$ cat src/rtl/ubr_pkg.sv
`timescale 1ns/1ps
package ubr_pkg;
  localparam logic [7:0] SYNC_CODE = 8'h79;
  localparam logic [7:0] ACK_CODE  = 8'hC3;
  localparam int unsigned FRAME_BITS = 11;
  localparam int unsigned IDLE_SHIFT = 4;  // idle limit = 16 bit times
  typedef enum logic [2:0] {P_SYNC, P_DEV, P_REG, P_CNT, P_DATA, P_RESP} pstate_e;
endpackage

$ cat src/rtl/ubr_rx.sv
`timescale 1ns/1ps
module ubr_rx #(
  parameter int unsigned DIV_W = 16
) (
  input  logic             clk_i,
  input  logic             rst_ni,
  input  logic             rx_i,
  input  logic [DIV_W-1:0] bit_div_i,
  output logic             busy_o,
  output logic             valid_o,
  output logic [7:0]       data_o,
  output logic             err_o
);
  logic rx_meta_q, rx_s_q, rx_prev_q;
  logic busy_q, valid_q, err_q, par_q;
  logic [3:0] phase_q;
  logic [DIV_W-1:0] cnt_q;
  logic [7:0] sh_q;

  always_ff @(posedge clk_i or negedge rst_ni) begin
    if (!rst_ni) begin
      rx_meta_q <= 1'b1;
      rx_s_q    <= 1'b1;
      rx_prev_q <= 1'b1;
    end else begin
      rx_meta_q <= rx_i;
      rx_s_q    <= rx_meta_q;
      rx_prev_q <= rx_s_q;
    end
  end

  always_ff @(posedge clk_i or negedge rst_ni) begin
    if (!rst_ni) begin
      busy_q  <= 1'b0;
      valid_q <= 1'b0;
      err_q   <= 1'b0;
      par_q   <= 1'b0;
      phase_q <= '0;
      cnt_q   <= '0;
      sh_q    <= '0;
    end else begin
      valid_q <= 1'b0;
      if (!busy_q) begin
        if (rx_prev_q && !rx_s_q) begin
          busy_q  <= 1'b1;
          phase_q <= '0;
          cnt_q   <= bit_div_i >> 1;  // land mid-bit
        end
      end else if (cnt_q != '0) begin
        cnt_q <= cnt_q - DIV_W'(1);
      end else begin
        cnt_q <= bit_div_i - DIV_W'(1);
        case (phase_q)
          4'd0: begin
            if (rx_s_q) busy_q <= 1'b0;  // glitch, not a start bit
            else phase_q <= 4'd1;
          end
          4'd9: begin
            par_q   <= rx_s_q;
            phase_q <= 4'd10;
          end
          4'd10: begin
            busy_q  <= 1'b0;
            valid_q <= 1'b1;
            err_q   <= !rx_s_q || ((^sh_q) != par_q);
          end
          default: begin
            sh_q    <= {rx_s_q, sh_q[7:1]};
            phase_q <= phase_q + 4'd1;
          end
        endcase
      end
    end
  end

  assign busy_o  = busy_q;
  assign valid_o = valid_q;
  assign data_o  = sh_q;
  assign err_o   = err_q;

  AST_RX_ONE_SHOT: assert property (@(posedge clk_i) disable iff (!rst_ni)
    valid_q |=> !valid_q);
endmodule

$ cat src/rtl/ubr_tx.sv
`timescale 1ns/1ps
module ubr_tx #(
  parameter int unsigned DIV_W = 16
) (
  input  logic             clk_i,
  input  logic             rst_ni,
  input  logic [DIV_W-1:0] bit_div_i,
  input  logic             valid_i,
  input  logic [7:0]       data_i,
  output logic             ready_o,
  output logic             tx_o
);
  import ubr_pkg::*;
  logic busy_q;
  logic [FRAME_BITS-1:0] frame_q;
  logic [3:0] bitn_q;
  logic [DIV_W-1:0] cnt_q;

  always_ff @(posedge clk_i or negedge rst_ni) begin
    if (!rst_ni) begin
      busy_q  <= 1'b0;
      frame_q <= '1;
      bitn_q  <= '0;
      cnt_q   <= '0;
    end else if (!busy_q) begin
      if (valid_i) begin
        busy_q  <= 1'b1;
        frame_q <= {1'b1, ^data_i, data_i, 1'b0};
        bitn_q  <= '0;
        cnt_q   <= bit_div_i - DIV_W'(1);
      end
    end else if (cnt_q != '0) begin
      cnt_q <= cnt_q - DIV_W'(1);
    end else begin
      cnt_q   <= bit_div_i - DIV_W'(1);
      frame_q <= {1'b1, frame_q[FRAME_BITS-1:1]};
      bitn_q  <= bitn_q + 4'd1;
      if (bitn_q == 4'(FRAME_BITS - 1)) busy_q <= 1'b0;
    end
  end

  assign ready_o = !busy_q;
  assign tx_o    = busy_q ? frame_q[0] : 1'b1;

  AST_TX_START_BIT: assert property (@(posedge clk_i) disable iff (!rst_ni)
    (valid_i && ready_o) |=> !tx_o);
endmodule

$ cat src/rtl/ubr_regs.sv
`timescale 1ns/1ps
module ubr_regs #(
  parameter int unsigned NREGS = 16,
  parameter int unsigned AW    = $clog2(NREGS)
) (
  input  logic          clk_i,
  input  logic          rst_ni,
  input  logic          lock_set_i,
  input  logic          we_i,
  input  logic [AW-1:0] waddr_i,
  input  logic [7:0]    wdata_i,
  input  logic [AW-1:0] raddr_a_i,
  output logic [7:0]    rdata_a_o,
  input  logic [AW-1:0] raddr_b_i,
  output logic [7:0]    rdata_b_o
);
  logic [NREGS-1:0][7:0] regs_q;
  logic lock_q;

  always_ff @(posedge clk_i or negedge rst_ni) begin
    if (!rst_ni) lock_q <= 1'b0;
    else if (lock_set_i) lock_q <= 1'b1;
  end

  for (genvar g = 0; g < NREGS; g++) begin : g_reg
    always_ff @(posedge clk_i or negedge rst_ni) begin
      if (!rst_ni) regs_q[g] <= '0;
      else if (we_i && !lock_q && waddr_i == AW'(g)) regs_q[g] <= wdata_i;
    end
  end

  assign rdata_a_o = regs_q[raddr_a_i];
  assign rdata_b_o = regs_q[raddr_b_i];

  AST_LOCK_STICKY: assert property (@(posedge clk_i) disable iff (!rst_ni)
    lock_q |=> lock_q);
  AST_LOCK_FREEZES: assert property (@(posedge clk_i) disable iff (!rst_ni)
    (lock_q && we_i) |=> $stable(regs_q));
  AST_WRITE_LANDS: assert property (@(posedge clk_i) disable iff (!rst_ni)
    (we_i && !lock_q) |=> regs_q[$past(waddr_i)] == $past(wdata_i));
endmodule

$ cat src/rtl/ubr_parser.sv
`timescale 1ns/1ps
module ubr_parser #(
  parameter int unsigned AW    = 4,
  parameter int unsigned DIV_W = 16
) (
  input  logic             clk_i,
  input  logic             rst_ni,
  input  logic [DIV_W-1:0] bit_div_i,
  input  logic [6:0]       dev_addr_i,
  input  logic             byte_valid_i,
  input  logic [7:0]       byte_i,
  input  logic             byte_err_i,
  input  logic             rx_busy_i,
  output logic             we_o,
  output logic [AW-1:0]    waddr_o,
  output logic [7:0]       wdata_o,
  output logic [AW-1:0]    raddr_o,
  input  logic [7:0]       rdata_i,
  output logic             tx_valid_o,
  output logic [7:0]       tx_data_o,
  input  logic             tx_ready_i
);
  import ubr_pkg::*;
  localparam int unsigned IW = DIV_W + IDLE_SHIFT;

  pstate_e state_q;
  logic is_rd_q, match_q, ack_pend_q;
  logic [AW-1:0] ptr_q;
  logic [7:0] rem_q;
  logic [IW-1:0] idle_q, idle_lim;
  logic in_pkt;

  assign idle_lim = {bit_div_i, {IDLE_SHIFT{1'b0}}};
  assign in_pkt   = state_q inside {P_DEV, P_REG, P_CNT, P_DATA};

  always_comb begin
    we_o       = (state_q == P_DATA) && byte_valid_i && !byte_err_i && match_q;
    waddr_o    = ptr_q;
    wdata_o    = byte_i;
    raddr_o    = ptr_q;
    tx_valid_o = (state_q == P_RESP);
    tx_data_o  = ack_pend_q ? ACK_CODE : rdata_i;
  end

  always_ff @(posedge clk_i or negedge rst_ni) begin
    if (!rst_ni) idle_q <= '0;
    else if (!in_pkt || byte_valid_i || rx_busy_i) idle_q <= '0;
    else if (idle_q < idle_lim) idle_q <= idle_q + IW'(1);
  end

  always_ff @(posedge clk_i or negedge rst_ni) begin
    if (!rst_ni) begin
      state_q    <= P_SYNC;
      is_rd_q    <= 1'b0;
      match_q    <= 1'b0;
      ack_pend_q <= 1'b0;
      ptr_q      <= '0;
      rem_q      <= '0;
    end else begin
      case (state_q)
        P_SYNC: if (byte_valid_i && !byte_err_i && byte_i == SYNC_CODE) state_q <= P_DEV;
        P_RESP: begin
          if (tx_ready_i) begin
            if (ack_pend_q) begin
              ack_pend_q <= 1'b0;
              if (!is_rd_q) state_q <= P_SYNC;
            end else begin
              ptr_q <= ptr_q + AW'(1);
              rem_q <= rem_q - 8'd1;
              if (rem_q == 8'd1) state_q <= P_SYNC;
            end
          end
        end
        default: begin
          if (byte_valid_i) begin
            if (byte_err_i) state_q <= P_SYNC;
            else begin
              case (state_q)
                P_DEV: begin
                  match_q <= (byte_i[7:1] == dev_addr_i);
                  is_rd_q <= byte_i[0];
                  state_q <= P_REG;
                end
                P_REG: begin
                  ptr_q   <= byte_i[AW-1:0];
                  state_q <= P_CNT;
                end
                P_CNT: begin
                  rem_q      <= (byte_i == 8'd0) ? 8'd1 : byte_i;
                  ack_pend_q <= 1'b1;
                  if (is_rd_q) state_q <= match_q ? P_RESP : P_SYNC;
                  else state_q <= P_DATA;
                end
                default: begin  // P_DATA
                  ptr_q <= ptr_q + AW'(1);
                  rem_q <= rem_q - 8'd1;
                  if (rem_q == 8'd1) state_q <= match_q ? P_RESP : P_SYNC;
                end
              endcase
            end
          end else if (idle_q >= idle_lim) begin
            state_q <= P_SYNC;
          end
        end
      endcase
    end
  end

  AST_ERR_ABORTS: assert property (@(posedge clk_i) disable iff (!rst_ni)
    (byte_valid_i && byte_err_i && in_pkt) |=> state_q == P_SYNC);
  AST_IDLE_TIMEOUT: assert property (@(posedge clk_i) disable iff (!rst_ni)
    (in_pkt && !byte_valid_i && idle_q >= idle_lim) |=> state_q == P_SYNC);
  AST_RESP_ONLY_MATCHED: assert property (@(posedge clk_i) disable iff (!rst_ni)
    tx_valid_o |-> match_q);
endmodule

$ cat src/rtl/uart_reg_bridge.sv
`timescale 1ns/1ps
module uart_reg_bridge #(
  parameter int unsigned NREGS = 16,
  parameter int unsigned DIV_W = 16,
  localparam int unsigned AW   = $clog2(NREGS)
) (
  input  logic             clk_i,
  input  logic             rst_ni,
  input  logic             rx_i,
  output logic             tx_o,
  input  logic [DIV_W-1:0] bit_div_i,
  input  logic [6:0]       dev_addr_i,
  input  logic             cfg_block_i,
  input  logic [AW-1:0]    reg_raddr_i,
  output logic [7:0]       reg_rdata_o
);
  logic rx_busy, rx_valid, rx_err;
  logic [7:0] rx_data;
  logic we;
  logic [AW-1:0] waddr, raddr;
  logic [7:0] wdata, rdata;
  logic tx_valid, tx_ready;
  logic [7:0] tx_data;

  ubr_rx #(.DIV_W(DIV_W)) u_rx (
    .clk_i, .rst_ni, .rx_i, .bit_div_i,
    .busy_o(rx_busy), .valid_o(rx_valid), .data_o(rx_data), .err_o(rx_err)
  );

  ubr_parser #(.AW(AW), .DIV_W(DIV_W)) u_parser (
    .clk_i, .rst_ni, .bit_div_i, .dev_addr_i,
    .byte_valid_i(rx_valid), .byte_i(rx_data), .byte_err_i(rx_err), .rx_busy_i(rx_busy),
    .we_o(we), .waddr_o(waddr), .wdata_o(wdata), .raddr_o(raddr), .rdata_i(rdata),
    .tx_valid_o(tx_valid), .tx_data_o(tx_data), .tx_ready_i(tx_ready)
  );

  ubr_regs #(.NREGS(NREGS), .AW(AW)) u_regs (
    .clk_i, .rst_ni, .lock_set_i(cfg_block_i),
    .we_i(we), .waddr_i(waddr), .wdata_i(wdata),
    .raddr_a_i(raddr), .rdata_a_o(rdata),
    .raddr_b_i(reg_raddr_i), .rdata_b_o(reg_rdata_o)
  );

  ubr_tx #(.DIV_W(DIV_W)) u_tx (
    .clk_i, .rst_ni, .bit_div_i,
    .valid_i(tx_valid), .data_i(tx_data), .ready_o(tx_ready), .tx_o
  );
endmodule

$ cat config.mk
export PLATFORM = sky130hd
export DESIGN_NAME = uart_reg_bridge
export DESIGN_NICKNAME = d
export VERILOG_FILES = /design/src/rtl/ubr_pkg.sv /design/src/rtl/ubr_rx.sv /design/src/rtl/ubr_tx.sv /design/src/rtl/ubr_regs.sv /design/src/rtl/ubr_parser.sv /design/src/rtl/uart_reg_bridge.sv
export SDC_FILE = /design/constraint.sdc
export NUM_CORES = 1
export LEC_CHECK = 0
export BUFFER_PORTS_ARGS = -buffer_cell sky130_fd_sc_hd__buf_2
export CORE_ASPECT_RATIO = 0.9
export CORE_MARGIN = 10
export CORE_UTILIZATION = 57
export DETAILED_ROUTE_END_ITERATION = 7
export GPL_TIMING_DRIVEN = 0
export HOLD_SLACK_MARGIN = 0.03
export PLACE_DENSITY_LB_ADDON = 0.2
export SKIP_CTS_REPAIR_TIMING = 1
export SYNTH_ARGS = -nofsm -noshare
export SYNTH_HDL_FRONTEND = slang
export SYNTH_HIERARCHICAL = 1
export SYNTH_SLANG_ARGS = --single-unit
$ cat constraint.sdc
create_clock -name clk_i -period 3.9 [get_ports clk_i]
set_input_delay 0.39 -clock clk_i [delete_from_list [all_inputs] [get_ports clk_i]]
set_output_delay 0.39 -clock clk_i [all_outputs]
set_load 0.01 [all_outputs]
Word-level counts from Yosys, hierarchy flattened

Cells that the tools add are included.
W data, S select, Z words.

Register bits after elaboration: 234
Input port bits: 31
Output and inout bits: 9
Word-level logic and storage cells: 222

$add $sub $neg: 8
Order comparisons: 4
Equality and inequality tests: 40
Multiplexer cells: 68
Bitwise logic cells: 5
Reductions and logical operators: 59

Operators with widths:

| kind                    | number |
|---|---|
| $mux W16                | 6 |
| $bmux W8 S4             | 2 |
| $mux W8                 | 8 |
| $sub A16 B1 Y16 const B | 3 |
| $eq A4 B4 Y1 const B    | 11 |
| $mux W4                 | 11 |
| $mux W20                | 2 |
| $mux W11                | 3 |
| $mux W3                 | 11 |
| $pmux W8 S2             | 2 |
| $reduce_bool A16 Y1     | 2 |
| $logic_and A1 B1 Y1     | 23 |
| $add A20 B1 Y20 const B | 1 |
| $ge A20 B20 Y1          | 1 |
| $lt A20 B20 Y1          | 1 |
| $reduce_and A6 Y1       | 3 |
| $eq A4 B3 Y1 const B    | 4 |
| $mux W1                 | 16 |
| $pmux W4 S2             | 2 |
| $reduce_xor A8 Y1       | 2 |
| $add A4 B1 Y4 const B   | 3 |
| $ne A2 B2 Y1 const B    | 6 |
| $pmux W4 S3             | 1 |
| $lt A4 B5 Y1 const B    | 2 |
| 31 further kinds        | 58 |

Depth between registers and ports, before layout

Gate-level depths: netlist of the first run.

Depth in word-level cells: 6
Gate-level depth with buffers: 14
Mapped depth without buffers: 11

Cells and area by module

The synthesis of the first run kept the hierarchy.

Modules (own cells, without submodules):

| module     | instances | cells each | area an instance (um^2) | seq. area each (um^2) |
|---|---|---|---|---|
| ubr_regs   | 1         | 436        | 6854.1                  | 3228.1 |
| ubr_parser | 1         | 391        | 3355.7                  | 950.9 |
| ubr_rx     | 1         | 254        | 2318.5                  | 879.6 |
| ubr_tx     | 1         | 233        | 2135.8                  | 788.3 |

Worst setup path before layout of the first run

Ideal clock, no wire load.

Kind: flip-flop to flip-flop
Start: register u_rx.cnt_q[7]
End: register u_rx.cnt_q[14]
Library setup time: 0.120 ns
Data arrival time: 3.550 ns
Data required time: 3.780 ns
Setup slack: 0.230 ns
Cell stages (with the launch flop): 15
Path buffers: 3
Clock period less this slack: 3.670 ns
Path through: dfrtp_1 buf_2 or3_1 clkbuf_1 nand2b_1 nor2_1 buf_2 a21oi_1 ha_1 or3b_4 or2_4 a31o_4 or4_4 or3_1 a31o_1

Cells in the longest elaborated chain, start to end: 3
Elaborated cells on any way between the ends: 4
Classes of those cells: 1 x add/sub; 2 x mux; 1 x reduce/logical

Ends and longest elaborated chain:

| item                                                   | line                       | RTL |
|---|---|---|
| start: declaration                                     | ubr_rx.sv:17               | `logic [DIV_W-1:0] cnt_q;` |
| start signal: assignment                               | ubr_rx.sv:47               | `cnt_q <= bit_div_i >> 1;` |
| start signal: assignment                               | ubr_rx.sv:50               | `cnt_q <= cnt_q - DIV_W'(1);` |
| start signal: assignment                               | ubr_rx.sv:52               | `cnt_q <= bit_div_i - DIV_W'(1);` |
| $sub A16 B1 Y16 or $reduce_bool A16 Y1 (tied branches) | ubr_rx.sv:50, ubr_rx.sv:49 |  |
| $mux W16 (*)                                           | ubr_rx.sv:49               | `end else if (cnt_q != '0) begin` |
| $mux W16 (*)                                           | ubr_rx.sv:43               | `if (!busy_q) begin` |

Every way passes the cells marked *; elsewhere a longest branch is shown, timed or not.
A chain may end at the register's enable or synchronous reset.

Worst setup path after layout of the first run

Ends and elaborated chain as after synthesis.

==> results of run 1 <==
state kept, by name, summed over array words and instances, names as in the netlist, 3 cells and up:
signal            flops
u_rx/data_o           8
u_parser/rem_q        8
u_tx/bitn_q           4
u_tx/frame_q         10
u_regs/regs_q       128
u_rx/phase_q          4
u_tx/cnt_q           16
u_rx/cnt_q           16
u_parser/state_q      3
u_parser/raddr_o      4
u_parser/idle_q      20
logic make-up after synthesis:
kind of cell | count (synthesis) | share of synthesized area (%)
compound gates | 244 | 11.49
simple gates | 390 | 15.35
fa+ha+maj | 31 | 2.645
flops | 233 | 39.87
xor+xnor | 47 | 2.807
mux | 243 | 23.45
buf+inv | 126 | 4.386
cell usage in the layout, fill, tap and decap left out, drive strengths merged, types with 16 or more instances in the layout:
master / count
nand4: 16
nor2b: 28
xor2: 16
xnor2: 31
inv: 36
dfrtp: 220
nand3: 22
nand2: 102
clkbuf: 70
a21oi: 62
mux4: 64
nor4: 33
o21ai: 44
nor3: 29
nor2: 68
a22oi: 35
buf: 101
mux2i: 39
ha: 31
mux2: 140
nand2b: 21
stage by stage:
stage	total power, uW	cell area, um2	utilization (%)	hold WS (ps)	std cells
2_1_floorplan	4342	14660	-	94.41	1314
3_3_place_gp	4797	15280	60.51	347.2	1694
3_5_place_dp	4862	15350	60.77	290.0	1696
4_1_cts	7434	16250	64.34	-280.5	1744
5_1_grt	7821	16310	64.56	217.2	1747
6_report	7417	16310	64.57	212.7	1748
report_power, final:
group	leakage (uW)	internal [uW]	switching (uW)	total (uW)
Combinational	0.00359	792	1110	1910
Sequential	0.00310	2680	284	2960
Clock	0.000440	1530	1020	2550
Total	0.00714	5000	2410	7420
final cells by class:
| class | instances | area [um2] | area share, % |
|---|---|---|---|
| multi-input combinational | 955 | 8190 | 50.22 |
| sequential | 233 | 5849 | 35.87 |
| clock buffer | 42 | 792.0 | 4.857 |
| buffer | 88 | 503.0 | 3.084 |
| tap | 342 | 427.9 | 2.624 |
| timing repair buffer | 44 | 292.8 | 1.795 |
| inverter | 37 | 138.9 | 0.8516 |
| clock inverter | 6 | 111.4 | 0.6828 |
| antenna | 1 | 2.502 | 0.01534 |
final timing paths:
kind | startpoint | end | slack, ps | depth (start not counted)
setup / recovery | u_rx/cnt_q[7] | u_rx/cnt_q[14] | 150 | 13
hold / removal | dev_addr_i[4] | u_parser/match_q | 210 | 4
setup reg to reg | u_rx/cnt_q[7] | u_rx/cnt_q[14] | 150 | 13
hold reg to reg | u_rx/rx_meta_q | u_rx/rx_s_q | 360 | 0
max in group asynchronous | rst_ni | u_regs/regs_q[32] | 2310 | 4
min in group asynchronous | rst_ni | u_regs/regs_q[35] | 330 | 2
worst register-to-register path, delay by kind of cell, from the launching register on:
kind,cells,cell delay [ps]
compound gates,3,650
fa+ha+maj,1,210
buf+inv,2,400
flops,1,320
simple gates,7,2070
metal layers:
| layer | vias up | track usage (%) | wire length (um) | share of wire [%] |
|---|---|---|---|---|
| li1 | 5074 | - | - | - |
| met3 | 64 | 3.987 | 2357 | 6.2 |
| met1 | 5715 | 32.35 | 17190 | 46 |
| met4 | 0 | 5.826 | 746 | 2.0 |
| met5 | - | 0 | 0 | 0 |
| met2 | 410 | 37.70 | 17470 | 46 |
==> metrics.md, run 1 <==
| Metric | Value |
|---|---|
| Final worst path period share | `between 90% and 100%` |
| CP Data Arrival Time | `~4200 ps` |
| Synth cell types | `approximately 110` |
| RSZ-0062 raised after global routing | `false` |
| Die Footprint | `approximately 33,000 um2` |
| Clock sink count | `about 230` |
| Final setup violation count | `0` |
| Worst path cell trace | `buf_2 > or3_4 > nand2b_4 > nor2_1 > buf_4 > a21oi_1 > ha_1 > or3b_4 > or2_4 > a31o_4 > or4_4 > or3_1 > a31o_1` |
| Clock Latency Late Sink | `~550 ps` |
| Crit path largest cell delay | `around 550 ps` |
| Worst-path maximum fanout | `10` |
| 1st-iter DRT viols | `around 1,000` |
| Reg clk slew, reported paths | `roughly 60 ps` |
| YS warnings | `6` |
| Post-synth EDFFs | `0` |
| Max_cap viols | `0` |
| Gr usage total | `23.40%` |
| Clock skew | `22.93 ps` |
| Synth-to-layout area growth | `11.21%` |
| Critical path launch point type | `flip-flop` |
| CP bufs+invs | `2` |
| Fillers | `approximately 2,000` |
| Share of cells above drive strength 1 | `28.75%` |
| Initial antenna violation count | `1` |
| Largest net degree at the start of global routing | `103` |
| Mapped Area | `roughly 15,000 um2` |
| Syn Area/Cell | `11.16 um2` |
| CTS Root Buffer Type | `clkbuf_16` |
| HP Class | `input port to flip-flop` |
| Post-DRT Antenna Nets | `0` |
| Die X | `189.1 um` |
| Core area | `about 25,000 um2` |
| Synth top cells by count | `dfrtp_1, mux2_2, nand2_1` |
| Final Hold Viols | `0` |
| Total number of vias | `11,260` |
| Syn Inst Count | `1,314` |
| Post-synth ARST share | `100.0%` |
| RD Place Congestion | `about 0.92` |
| Place WS | `-182.3 ps` |
| Critical path class | `flip-flop to flip-flop` |
| TritonCTS buffer count | `26` |
| Fmax | `266.9 MHz` |
| Status | `complete, no violations` |
| CTS tree | `done` |
| Syn Nets | `roughly 1,400` |
| IO Port Bufs | `38` |
| Power per cell area | `roughly 450 nW/um2` |
| # IOs | `40` |
| Least-Margin Pin Slew | `between 900 and 1000 ps` |
| CP required | `~4300 ps` |
| Vias in the first global route | `around 11,000` |
| WL/cell | `21.60 um` |
| Drt pass-1 iters | `5` |
| Cell Rows | `55` |
| H-tree Lvls | `1` |
| Number of remaining DRC errors | `0` |
| Deepest clock path buffer count | `3` |
| Seq/Total Area, Yosys | `around two fifths` |
| Post-Route WL | `around 38,000 um` |
| Initial Util | `between 50% and 60%` |
| Die height | `approximately 170 um` |
| # nets final | `around 1,400` |
| DP Wirelength | `~26,000 um` |
| Most used DFF post-synth | `dfrtp_1` |
| Setup TNS | `0 ps` |
| Synth top area share | `between 30 and 40%` |
| Leading area contributor after synthesis | `dfrtp_1` |
| Slew margin rel. | `between 30% and 40%` |
| Top-count cell post-synth | `dfrtp_1` |
| First-pass GRT wire length | `61,910 um` |
| Fin crit period | `3747 ps` |
| Pins Over Slew Limit | `0` |
| Crit-path slowest cell | `or4_4` |
| Largest cells by area after synthesis | `dfrtp_1, mux4_2, mux2_2` |
| DR vias/cell | `~6.4` |
| Global route total overflow | `0` |
| Worst path top cell family by delay | `simple AND/OR/NAND/NOR gates` |
| Static Leak | `a little over 0.007 uW` |
| Worst Setup Slack, final | `around 150 ps` |
| Flops & latches, synth | `between 200 and 250` |
| Peak VDD IR | `between 0.3 and 0.4 mV` |
| CP Capture Type | `flip-flop` |
(Power assumes the default switching activity.)
==> inputs of run 2 (changes only) <==
- ABC_AREA: not set -> 1
- CORE_UTILIZATION: 57 -> 40
==> run 2 against run 1 <==
Sequential share of layout area shrank 2.0 points. Register-to-register slack improved by 550 ps. Highest routed layer unchanged. Clock-buffer cell count down 6. Largest cell class unchanged. Setup slack improved by 550 ps. Utilization fell by 20 points. Synthesized cell count up 74%.
==> metrics.md, run 2 <==
| Metric | Value |
|---|---|
| Post-DRT Antenna Nets | `0` |
| Util after Layout | `a little under half` |
| Total number of vias | `roughly 15,000` |
| Die Footprint | `around 47,000 um2` |
| Largest cells by area after synthesis | `dfrtp_1, nand2_1, nand3_1` |
| WHS | `about 200 ps` |
| Static Leak | `between 0.008 and 0.009 uW` |
| H-tree Lvls | `1` |
| Final Hold Viols | `0` |
| CTS Root Buffer Type | `clkbuf_16` |
| Power per cell area | `roughly 360 nW/um2` |
| First-pass GRT wire length | `80,560 um` |
| Synth top cells by count | `nand2_1, nand3_1, inv_1` |
| Clock skew | `approximately 18 ps` |
| Fmax | `roughly 310 MHz` |
| CP Capture Type | `flip-flop` |
| Initial antenna violation count | `0` |
| Seq/Total Area, Yosys | `between 30% and 40%` |
| Drt pass-1 iters | `5` |
| Clock Latency Late Sink | `570 ps` |
| Least-Margin Pin Slew | `between 900 and 1000 ps` |
| Gr usage total | `a little over a fifth` |
| Cell Rows | `slightly below 70` |
| Final setup violation count | `0` |
| Hold Path Origin | `bit_div_i[2]` |
| WL/cell | `roughly 18 um` |
| Deepest clock path buffer count | `3` |
| Die height | `approximately 210 um` |
| Post-synth EDFFs | `0` |
| CTS tree | `done` |
| Core area | `about 38,000 um2` |
| Share of cells above drive strength 1 | `under 10%` |
| Post-synth ARST share | `between 90% and 100%` |
| # nets final | `around 2,400` |
| Vias in the first global route | `14,260` |
| CP Data Arrival Time | `roughly 3700 ps` |
| Reg2Reg Setup Slack | `710 ps` |
| Top-count cell post-synth | `nand2_1` |
| Slew margin rel. | `between 30% and 40%` |
| Largest net degree at the start of global routing | `about 120` |
| Critical path class | `flip-flop to flip-flop` |
| Fin crit period | `3193 ps` |
| Most frequent cells in the layout | `nand2_1, nand3_1, inv_1, dfrtp_1, o21ai_0` |
| # IOs | `40` |
| Reg clk slew, reported paths | `60 ps` |
| R2r worst-path depth | `16` |
| N_diodes | `0` |
| Number of remaining DRC errors | `0` |
| Synth cell types | `53` |
| WHS Path Cells | `3` |
| Die X | `around 230 um` |
| Flops & latches, synth | `approximately 230` |
| RD Place Congestion | `0.9596` |
| YS warnings | `6` |
| Synth-to-layout area growth | `11.62%` |
| Pins Over Slew Limit | `0` |
| Peak VDD IR | `approximately 0.31 mV` |
| Syn Nets | `around 2,300` |
| HP Class | `input port to flip-flop` |
| Critical path launch point type | `flip-flop` |
| Final worst path period share | `between 80% and 90%` |
| Largest Register | `u_regs/regs_q` |
| Number of flip-flops in the largest register | `around 130` |
| Top Registers | `u_regs/regs_q: 128 flops, u_parser/idle_q: 20 flops` |
| Worst Hold End | `u_rx/cnt_q[1]` |
| Global route total overflow | `0` |
| Post-Route WL | `around 52,000 um` |
| DP Wirelength | `slightly below 40,000 um` |
| Worst-path maximum fanout | `10` |
| Most common cell after layout, fill and taps aside | `nand2_1` |
| Synth top area share | `roughly 36%` |
| IO Port Bufs | `36` |
| CP required | `~4400 ps` |
| TritonCTS buffer count | `28` |
| DR vias/cell | `roughly 5.3` |
| RSZ-0062 raised after global routing | `false` |
| Worst r2r src | `u_parser/raddr_o[0]` |
| Initial Util | `40.37%` |
| Max_cap viols | `0` |
| Syn Inst Count | `approximately 2,300` |
| Status | `complete, no violations` |
| Mapped Area | `roughly 15,000 um2` |
| Clock sink count | `roughly 230` |
| Most used DFF post-synth | `dfrtp_1` |
| Syn Area/Cell | `6.774 um2` |
| RR Endpoint | `u_tx/frame_q[9]` |
| 1st-iter DRT viols | `around 1,500` |
| Power, Total | `between 6000 and 7000 uW` |
| Leading area contributor after synthesis | `dfrtp_1` |
[run 2: critical path, cell delays in order (launching register included)]
cell and delay [ps]:
dfrtp_1 510, clkbuf_1 510, clkbuf_1 580, nand2_1 110, nand3_1 140, nand3_1 90, nand3_1 160, nand2_1 120
or2_2 320, xnor2_1 190, inv_1 60, nand2_1 80, nand2_1 50, nand2_1 50, nand3_1 70, nand2_1 60
inv_1 40
[run 2: per-stage QoR]
| stage | instances | setup WS [ps] | cell area [um2] | TNS [ps] |
|---|---|---|---|---|
| after CTS | 2860 | 755.7 | 17220 | 0 |
| after detailed placement | 2810 | 763.8 | 16320 | 0 |
| after global placement | 2808 | -1805 | 16250 | -396500 |
| after floorplan | 2282 | 1716 | 15460 | 0 |
| final | 2863 | 706.6 | 17250 | 0 |
| after global routing | 2863 | 425.5 | 17250 | 0 |
[run 2: power by group]
part	internal, uW	leakage, uW	switching, uW	total, uW
combinational	302	0.00489	680	982
sequential	2510	0.00307	66.6	2580
clock	1530	0.000442	1070	2600
total	4340	0.00840	1820	6160
[run 2: logic make-up (layout without fill, tap and decap cells)]
kind of cell	after synthesis	in the layout	share of synthesized area [%]
AOI/OAI and AO/OA	240	240	8.556
buffers and inverters	408	499	10.66
muxes	7	7	0.5100
and+or+nand+nor	1311	1311	36.99
adders and majority gates	31	31	2.509
DFF	233	233	37.83
xor gates and xnor gates	52	52	2.946
[run 2: cell type report]
type	instances	area, um2
repair buffers	41	275.3
fillers	4030	21030
plain buffers	106	514.2
clock inverters	14	135.1
multi-input cells	1641	7963
flip-flops and latches	233	5847
inverters	302	1134
well taps	490	613.1
clock buffers	36	772.0
[run 2: how the worst max path moves through the flow]
stage | startpoint | to | slack (ps)
floorplan | u_parser/raddr_o[0] | u_tx/frame_q[9] | 1720
global placement | rst_ni | u_rx/cnt_q[10] | -1800
detailed placement | u_parser/raddr_o[0] | u_tx/frame_q[9] | 760
CTS | u_parser/raddr_o[0] | u_tx/frame_q[9] | 760
global route | u_parser/raddr_o[0] | u_tx/frame_q[9] | 430
finish | u_parser/raddr_o[0] | u_tx/frame_q[9] | 710
[run 2: routing by layer]
layer / up-vias / GRT usage [%] / routed length, um
met5: - / 0 / 0
met4: 0 / 5.018 / 1025
met3: 78 / 4.625 / 4466
met2: 544 / 32.10 / 21900
met1: 7250 / 32.21 / 24670
li1: 7386 / - / -
